## src/rtl/i2cs_pkg.sv

```systemverilog
package i2cs_pkg;
    localparam int BYTE_W = 8;
    localparam int CNT_W  = $clog2(BYTE_W + 1);
    localparam int IDX_W  = $clog2(BYTE_W);

    typedef enum logic [2:0] {
        PH_IDLE = 3'd0,
        PH_RX   = 3'd1,
        PH_RACK = 3'd2,
        PH_TX   = 3'd3,
        PH_TACK = 3'd4
    } phase_t;

    typedef struct packed {
        phase_t              phase;
        logic [CNT_W-1:0]    cnt;
        logic [BYTE_W-1:0]   sh;
        logic [BYTE_W-1:0]   dbuf;
        logic                is_addr;
        logic                ackdrv;
        logic                mack;
        logic                bf;
        logic                ovf;
        logic                wcol;
        logic                rw;
        logic                da;
        logic                evt;
        logic                ckp;
    } eng_t;
endpackage

```

## src/rtl/i2cs_sync.sv

```systemverilog
module i2cs_sync #(
    parameter int WIDTH  = 2,
    parameter int STAGES = 2
) (
    input  logic             clk,
    input  logic             rst_n,
    input  logic [WIDTH-1:0] din,
    output logic [WIDTH-1:0] dsync,
    output logic [WIDTH-1:0] dprev
);
    // STAGES synchronizer flops plus one history flop for edge detection
    logic [STAGES:0][WIDTH-1:0] chain_d, chain_q;

    always_comb begin
        chain_d = {chain_q[STAGES-1:0], din};
    end

    always_ff @(posedge clk or negedge rst_n) begin
        if (!rst_n) chain_q <= '1;
        else        chain_q <= chain_d;
    end

    assign dsync = chain_q[STAGES-1];
    assign dprev = chain_q[STAGES];
endmodule

```

## src/rtl/i2cs_cond.sv

```systemverilog
module i2cs_cond (
    input  logic scl_s,
    input  logic scl_p,
    input  logic sda_s,
    input  logic sda_p,
    output logic start_p,
    output logic stop_p
);
    logic scl_high;
    assign scl_high = scl_s & scl_p;
    // SDA moving while SCL stays high marks a bus condition
    assign start_p  = scl_high & sda_p & ~sda_s;
    assign stop_p   = scl_high & ~sda_p & sda_s;
endmodule

```

## src/rtl/i2cs_engine.sv

```systemverilog
module i2cs_engine
    import i2cs_pkg::*;
(
    input  logic              clk,
    input  logic              rst_n,
    input  logic              scl_s,
    input  logic              scl_p,
    input  logic              sda_s,
    input  logic              start_p,
    input  logic              stop_p,
    input  logic [BYTE_W-1:0] own_addr,
    input  logic              host_rd,
    input  logic              host_wr,
    input  logic [BYTE_W-1:0] host_wdata,
    input  logic              rel_set,
    input  logic              ovf_clr,
    input  logic              wcol_clr,
    input  logic              evt_clr,
    output logic              scl_pull,
    output logic              sda_pull,
    output logic [BYTE_W-1:0] host_rdata,
    output logic              buf_full,
    output logic              overflow,
    output logic              wr_coll,
    output logic              dir_read,
    output logic              last_data,
    output logic              evt_flag,
    output logic              clk_rel
);
    localparam logic [CNT_W-1:0] CNT_FULL = CNT_W'(BYTE_W);
    localparam logic [CNT_W-1:0] CNT_LAST = CNT_W'(BYTE_W - 1);

    eng_t q, d;
    logic scl_rise, scl_fall, addr_hit, shifting;
    logic [IDX_W-1:0] tx_idx;

    assign scl_rise = scl_s & ~scl_p;
    assign scl_fall = ~scl_s & scl_p;
    assign addr_hit = (q.sh[BYTE_W-1:1] == own_addr[BYTE_W-1:1]);
    assign shifting = (q.phase == PH_TX) && q.ckp;
    assign tx_idx   = IDX_W'(CNT_LAST - q.cnt);

    always_comb begin
        d = q;
        // host side, overridden by bus events below
        if (rel_set)  d.ckp  = 1'b1;
        if (ovf_clr)  d.ovf  = 1'b0;
        if (wcol_clr) d.wcol = 1'b0;
        if (evt_clr)  d.evt  = 1'b0;
        if (host_rd)  d.bf   = 1'b0;
        if (host_wr) begin
            if (shifting) d.wcol = 1'b1;
            else begin
                d.dbuf = host_wdata;
                d.bf   = 1'b1;
            end
        end
        // bus side
        if (stop_p) begin
            d.phase  = PH_IDLE;
            d.rw     = 1'b0;
            d.ackdrv = 1'b0;
            d.ckp    = 1'b1;
        end else if (start_p) begin
            d.phase   = PH_RX;
            d.cnt     = '0;
            d.is_addr = 1'b1;
            d.rw      = 1'b0;
            d.ackdrv  = 1'b0;
            d.ckp     = 1'b1;
        end else begin
            unique case (q.phase)
                PH_RX: begin
                    if (scl_rise && q.cnt < CNT_FULL) begin
                        d.sh  = {q.sh[BYTE_W-2:0], sda_s};
                        d.cnt = q.cnt + 1'b1;
                    end else if (scl_fall && q.cnt == CNT_FULL) begin
                        if (q.is_addr && !addr_hit) begin
                            d.phase = PH_IDLE;
                        end else begin
                            d.phase = PH_RACK;
                            d.evt   = 1'b1;
                            d.da    = !q.is_addr;
                            if (q.is_addr) d.rw = q.sh[0];
                            if (q.is_addr && q.sh[0]) begin
                                d.ackdrv = 1'b1;
                            end else if (q.bf) begin
                                d.ovf    = 1'b1;
                                d.ackdrv = 1'b0;
                            end else begin
                                d.dbuf   = q.sh;
                                d.bf     = 1'b1;
                                d.ackdrv = !q.ovf;
                            end
                        end
                    end
                end
                PH_RACK: begin
                    if (scl_fall) begin
                        d.ackdrv  = 1'b0;
                        d.cnt     = '0;
                        d.is_addr = 1'b0;
                        if (q.rw && q.is_addr) begin
                            d.phase = PH_TX;
                            d.ckp   = 1'b0;
                        end else begin
                            d.phase = PH_RX;
                        end
                    end
                end
                PH_TX: begin
                    if (scl_fall) begin
                        d.cnt = q.cnt + 1'b1;
                        if (q.cnt == CNT_LAST) begin
                            d.phase = PH_TACK;
                            d.bf    = 1'b0;
                        end
                    end
                end
                PH_TACK: begin
                    if (scl_rise) d.mack = ~sda_s;
                    if (scl_fall) begin
                        d.evt = 1'b1;
                        d.da  = 1'b1;
                        d.cnt = '0;
                        if (q.mack) begin
                            d.phase = PH_TX;
                            d.ckp   = 1'b0;
                        end else begin
                            d.phase = PH_IDLE;
                            d.rw    = 1'b0;
                        end
                    end
                end
                default: ;
            endcase
        end
    end

    always_ff @(posedge clk or negedge rst_n) begin
        if (!rst_n) begin
            q       <= '0;
            q.phase <= PH_IDLE;
            q.ckp   <= 1'b1;
        end else begin
            q <= d;
        end
    end

    assign scl_pull   = !q.ckp;
    assign sda_pull   = ((q.phase == PH_RACK) && q.ackdrv) ||
                        ((q.phase == PH_TX) && (q.cnt < CNT_FULL) && !q.dbuf[tx_idx]);
    assign host_rdata = q.dbuf;
    assign buf_full   = q.bf;
    assign overflow   = q.ovf;
    assign wr_coll    = q.wcol;
    assign dir_read   = q.rw;
    assign last_data  = q.da;
    assign evt_flag   = q.evt;
    assign clk_rel    = q.ckp;

    // the SDA pull moves only while SCL is seen low
    p_sda_move_scl_low_r12: assert property (@(posedge clk) disable iff (!rst_n)
        !$stable(sda_pull) |-> !scl_s);
    // a write byte that finds the buffer occupied is never acknowledged
    p_no_ack_on_overflow_r4: assert property (@(posedge clk) disable iff (!rst_n)
        (q.phase == PH_RACK && q.ovf && !q.rw) |-> !sda_pull);
    // while the clock is held, no further bit is counted
    p_stretch_freezes_r6: assert property (@(posedge clk) disable iff (!rst_n)
        (q.phase == PH_TX && !q.ckp) |=> $stable(q.cnt));
    // a fresh write event always leaves the buffer marked full
    p_write_event_full_r3: assert property (@(posedge clk) disable iff (!rst_n)
        ($rose(q.evt) && q.phase == PH_RACK && !q.rw) |-> q.bf);
    // a collision never disturbs the buffer
    p_wcol_keeps_buf_r8: assert property (@(posedge clk) disable iff (!rst_n)
        $rose(q.wcol) |-> $stable(q.dbuf));
    // an idle engine never holds the clock
    p_idle_released_r9: assert property (@(posedge clk) disable iff (!rst_n)
        (q.phase == PH_IDLE) |-> !scl_pull);
endmodule

```

## src/rtl/i2c_byte_slave.sv

```systemverilog
module i2c_byte_slave
    import i2cs_pkg::*;
#(
    parameter int SYNC_STAGES = 2
) (
    input  logic              clk,
    input  logic              rst_n,
    input  logic              scl_in,
    input  logic              sda_in,
    output logic              scl_pull,
    output logic              sda_pull,
    input  logic [BYTE_W-1:0] own_addr,
    input  logic              host_rd,
    input  logic              host_wr,
    input  logic [BYTE_W-1:0] host_wdata,
    output logic [BYTE_W-1:0] host_rdata,
    input  logic              rel_set,
    input  logic              ovf_clr,
    input  logic              wcol_clr,
    input  logic              evt_clr,
    output logic              buf_full,
    output logic              overflow,
    output logic              wr_coll,
    output logic              dir_read,
    output logic              last_data,
    output logic              evt_flag,
    output logic              clk_rel
);
    localparam int LINES = 2;

    logic [LINES-1:0] lines_s, lines_p;
    logic start_p, stop_p;

    i2cs_sync #(.WIDTH(LINES), .STAGES(SYNC_STAGES)) u_sync (
        .clk   (clk),
        .rst_n (rst_n),
        .din   ({scl_in, sda_in}),
        .dsync (lines_s),
        .dprev (lines_p)
    );

    i2cs_cond u_cond (
        .scl_s   (lines_s[1]),
        .scl_p   (lines_p[1]),
        .sda_s   (lines_s[0]),
        .sda_p   (lines_p[0]),
        .start_p (start_p),
        .stop_p  (stop_p)
    );

    i2cs_engine u_eng (
        .clk        (clk),
        .rst_n      (rst_n),
        .scl_s      (lines_s[1]),
        .scl_p      (lines_p[1]),
        .sda_s      (lines_s[0]),
        .start_p    (start_p),
        .stop_p     (stop_p),
        .own_addr   (own_addr),
        .host_rd    (host_rd),
        .host_wr    (host_wr),
        .host_wdata (host_wdata),
        .rel_set    (rel_set),
        .ovf_clr    (ovf_clr),
        .wcol_clr   (wcol_clr),
        .evt_clr    (evt_clr),
        .scl_pull   (scl_pull),
        .sda_pull   (sda_pull),
        .host_rdata (host_rdata),
        .buf_full   (buf_full),
        .overflow   (overflow),
        .wr_coll    (wr_coll),
        .dir_read   (dir_read),
        .last_data  (last_data),
        .evt_flag   (evt_flag),
        .clk_rel    (clk_rel)
    );
endmodule

```

## config.mk

```make
export PLATFORM = sky130hd
export DESIGN_NAME = i2c_byte_slave
export DESIGN_NICKNAME = d
export VERILOG_FILES = /design/src/rtl/i2cs_pkg.sv /design/src/rtl/i2cs_sync.sv /design/src/rtl/i2cs_cond.sv /design/src/rtl/i2cs_engine.sv /design/src/rtl/i2c_byte_slave.sv
export SDC_FILE = /design/constraint.sdc
export NUM_CORES = 1
export LEC_CHECK = 0
export BUFFER_PORTS_ARGS = -buffer_cell sky130_fd_sc_hd__buf_2
export CAP_MARGIN = 20
export CORE_MARGIN = 2
export CORE_UTILIZATION = 55
export DETAILED_ROUTE_END_ITERATION = 8
export HOLD_SLACK_MARGIN = 0.06
export PLACE_DENSITY = 0.78
export SYNTH_ARGS = -nofsm -noshare
export SYNTH_HDL_FRONTEND = slang
export SYNTH_HIERARCHICAL = 1
export SYNTH_SLANG_ARGS = --single-unit
```

## constraint.sdc

```tcl
create_clock -name clk -period 2.7 [get_ports clk]
set_input_delay 0.27 -clock clk [delete_from_list [all_inputs] [get_ports clk]]
set_output_delay 0.27 -clock clk [all_outputs]
set_load 0.05 [all_outputs]
```

==> impl_metrics.yaml <==
status:
  status: "complete, no violations"
setup_path:
  r2r_end: "u_eng/q[23]$_DFFE_PN0P_"
  crit_required_ns: 2.43
  r2r_setup_slack_ns: 0.47
  crit_path_end_kind: "output port"
  cp_slowest_cell: "mux4_1"
  rr_worst_depth: 4
  crit_chain: "mux4_1 > nand2_1 > a41oi_1 > nor2_1 > buf_2"
  r2r_start: "u_sync/dsync[0]$_DFF_PN1_"
  cp_top_family: "multiplexers"
  crit_path_start_kind: "register"
  worst_path_largest_cell_delay_ns: 0.61
  cp.arrival_ns: 2.02
  crit_fanout: 6
  crit_buf_inv: 1
  critPathKind: "reg -> out"
logic_synthesis:
  synth_top_area_share_pct: 35.1
  synthCells: 204
  yosys.cell_types.count: 51
  ys.flop_type: "dfrtp_1"
  synth-edff-count: 0
  synthTopCellsByArea: "dfrtp_1 (35%), mux2_2 (8.4%), dfstp_2 (8.1%)"
  ys_seq_elements: 39
  yosysWarnings: 6
  ys_seq_area_share_pct: 43.2
  synth.most_common_cell: "dfrtp_1"
  netlist_area_um2: 2280
  synthesis.nets: 231
  synth_area_per_cell_um2: 11.2
  synthTopCellsByCount: "dfrtp_1 (32), mux2_2 (17), nand2_1 (15)"
  synth_largest_area_cell: "dfrtp_1"
  synthArstFlopShare_pct: 100
final_layout:
  drive_above_1_share_pct: 38.3
  synthToLayoutAreaGrowth_pct: 13.1
  antennaDiodeCount: 0
  nets: 269
  seq_area_um2: 985
  fill_cells: 330
  utilization_pct: 64.5
  multiInputGateArea_um2: 1150
grt:
  use_met1_pct: 31.0
  grt_max_degree: 40
  antenna_found_initial: 0
  grt_use_met3_pct: 5.92
  grt.busiest_layer: "met2"
  grtUsageMet2_pct: 32.8
  grt_overflow_total: 0
  grt_pass1_wl_mm: 7.51
  grt_pass1_vias: 1550
  track_usage_pct: 22.2
place:
  dpl.hpwl_mm: 3.41
  io_buffer_count: 41
  gp_congestion: 0.866
  dp_worst_setup_slack_ns: 0.531
timing:
  fin_crit_ns: 2.29
  timing.slew.headroom_pct: 43.7
  hold_viol: 0
  tns_ns: 0
  max_freq_mhz: 437
  rsz0062_at_grt: "false"
  tightest_slew_ns: 0.844
  skew_ns: 0.00837
  post-route-period-util_pct: 84.7
  final-setup-viol-count: 0
  timing.final.ws_setup_ns: 0.414
  slew_violations: 0
route:
  wl_per_cell_um: 15.8
  drc: 0
  firstDrtPassIters: 4
  ant_nets: 0
  viasPerCell: 5.70
  vias: 1671
  routed_wl_mm: 4.62
  initialDrtViolationCount: 96
power_and_ir_drop:
  intPower_w: 0.00128
  p_leak_nw: 1.18
  power.share.switching_pct: 40.5
  p_sw_w: 0.000870
  seq_power_share_pct: 40.8
  power_w: 0.00215
  vdd_drop_max_v: 0.000444
  power_frac_comb_pct: 41.5
  pwr_density_cell_nw_per_um2: 833
  clockPowerShare_pct: 17.6
die:
  placementRows: 23
  start_util_pct: 57.0
  fp.dieArea_um2: 4680
  die_h_um: 68.4
  pin_count: 43
  die_w_um: 68.4
  core_area_um2: 4000
cts:
  clkTransAtPathRegs_ns: 0.08
  htreeDepth: 2
  cts_resized: 0
  clockBufferDepth: 2
  cts_tree: "yes"
  cts_num_sinks: 39
  numCtsBuffers: 5
  clock_latency_ns: 0.29
  clockRootBuffer: "clkbuf_8"
hold_path:
  hp-class: "in -> async"
run:
  drv_cap: 0
per-stage QoR:
stage          std cells  instance area [um2]  hold slack (ns)
5_1_grt              293                 2580            0.158
2_1_floorplan        204                 2280          -0.0256
3_5_place_dp         283                 2470            0.348
3_3_place_gp         283                 2470            0.346
4_1_cts              291                 2560           0.0705
6_report             293                 2580           0.0863
metal layers:
layer,part of all wire (%),vias to the layer above
met5,0,-
met4,0.58,0
met2,50,53
met1,44,811
li1,-,805
met3,5.2,2
power groups by stage:
stage / registers (W) / clock network, W / logic [W]
final: 0.000876 / 0.000379 / 0.000892
after global routing: 0.000901 / 0.000423 / 0.000960
after CTS: 0.000875 / 0.000397 / 0.000891
after detailed placement: 0.000886 / 0 / 0.000888
after global placement: 0.000885 / 0 / 0.000868
after floorplan: 0.000841 / 0 / 0.000772
layout make-up:
cell class	instances	area share (%)
Sequential cell	39	38.2
Timing Repair Buffer	47	9.90
Tap cell	50	2.43
Inverter	11	1.60
Clock inverter	2	0.485
Multi-Input combinational cell	138	44.6
Clock buffer	6	2.81
kinds of logic (layout without fill, tap and decap cells):
| kind of cell | count (synthesis) | count (layout) | share of synthesized area [%] |
|---|---|---|---|
| flops | 39 | 39 | 43.2 |
| fa+ha+maj | 1 | 1 | 0.549 |
| xor+xnor | 7 | 7 | 2.69 |
| mux | 31 | 31 | 17.8 |
| buf+inv | 27 | 66 | 6.37 |
| simple gates | 62 | 62 | 18.1 |
| compound gates | 37 | 37 | 11.3 |
layout by cell type (no fill, tap or decap), drive strengths merged, types with 3 or more instances in the layout:
cell type  instances
dfrtp             32
and4b              3
nor2               8
nand3              7
buf               45
mux2              26
mux2i              3
clkbuf             6
a21oi              7
a31oi              3
nor3b              3
nor2b              5
dfstp              7
o22ai              4
nand4              3
o21ai              9
a21boi             4
inv               11
xor2               3
nand2b             6
nand2             16
xnor2              4
worst register-to-register path: cells and delay by family (launching register included):
family	cells	cell delay, ns
muxes	1	0.41
DFF	1	0.56
and+or+nand+nor	3	1.15
registers in the layout, summed over array words and instances, names as in the netlist:
name	cells
u_eng/buf_full	1
u_eng/clk_rel	1
u_eng/dir_read	1
u_eng/evt_flag	1
u_eng/host_rdata	8
u_eng/last_data	1
u_eng/overflow	1
u_eng/q	18
u_eng/wr_coll	1
u_sync/chain_d	2
u_sync/dprev	2
u_sync/dsync	2
how the worst max path moves through the flow:
stage	to	startpoint	cells after the start	slack, ns
floorplan	sda_pull	u_eng/q[26]$_DFFE_PN0P_	4	0.57
global placement	u_eng/q[24]$_DFFE_PN0P_	u_sync/dsync[0]$_DFF_PN1_	4	0.53
detailed placement	u_eng/q[23]$_DFFE_PN0P_	u_sync/dsync[0]$_DFF_PN1_	4	0.53
CTS	sda_pull	u_eng/q[27]$_DFFE_PN0P_	5	0.38
global route	sda_pull	u_eng/q[27]$_DFFE_PN0P_	5	0.30
finish	sda_pull	u_eng/q[27]$_DFFE_PN0P_	5	0.41
what timing repair did:
item / CTS / global route
hold endpoints to repair: 0 / 2
hold buffers: 0 / 2
buffers inserted: 0 / 0
(Power assumes the default switching activity.)
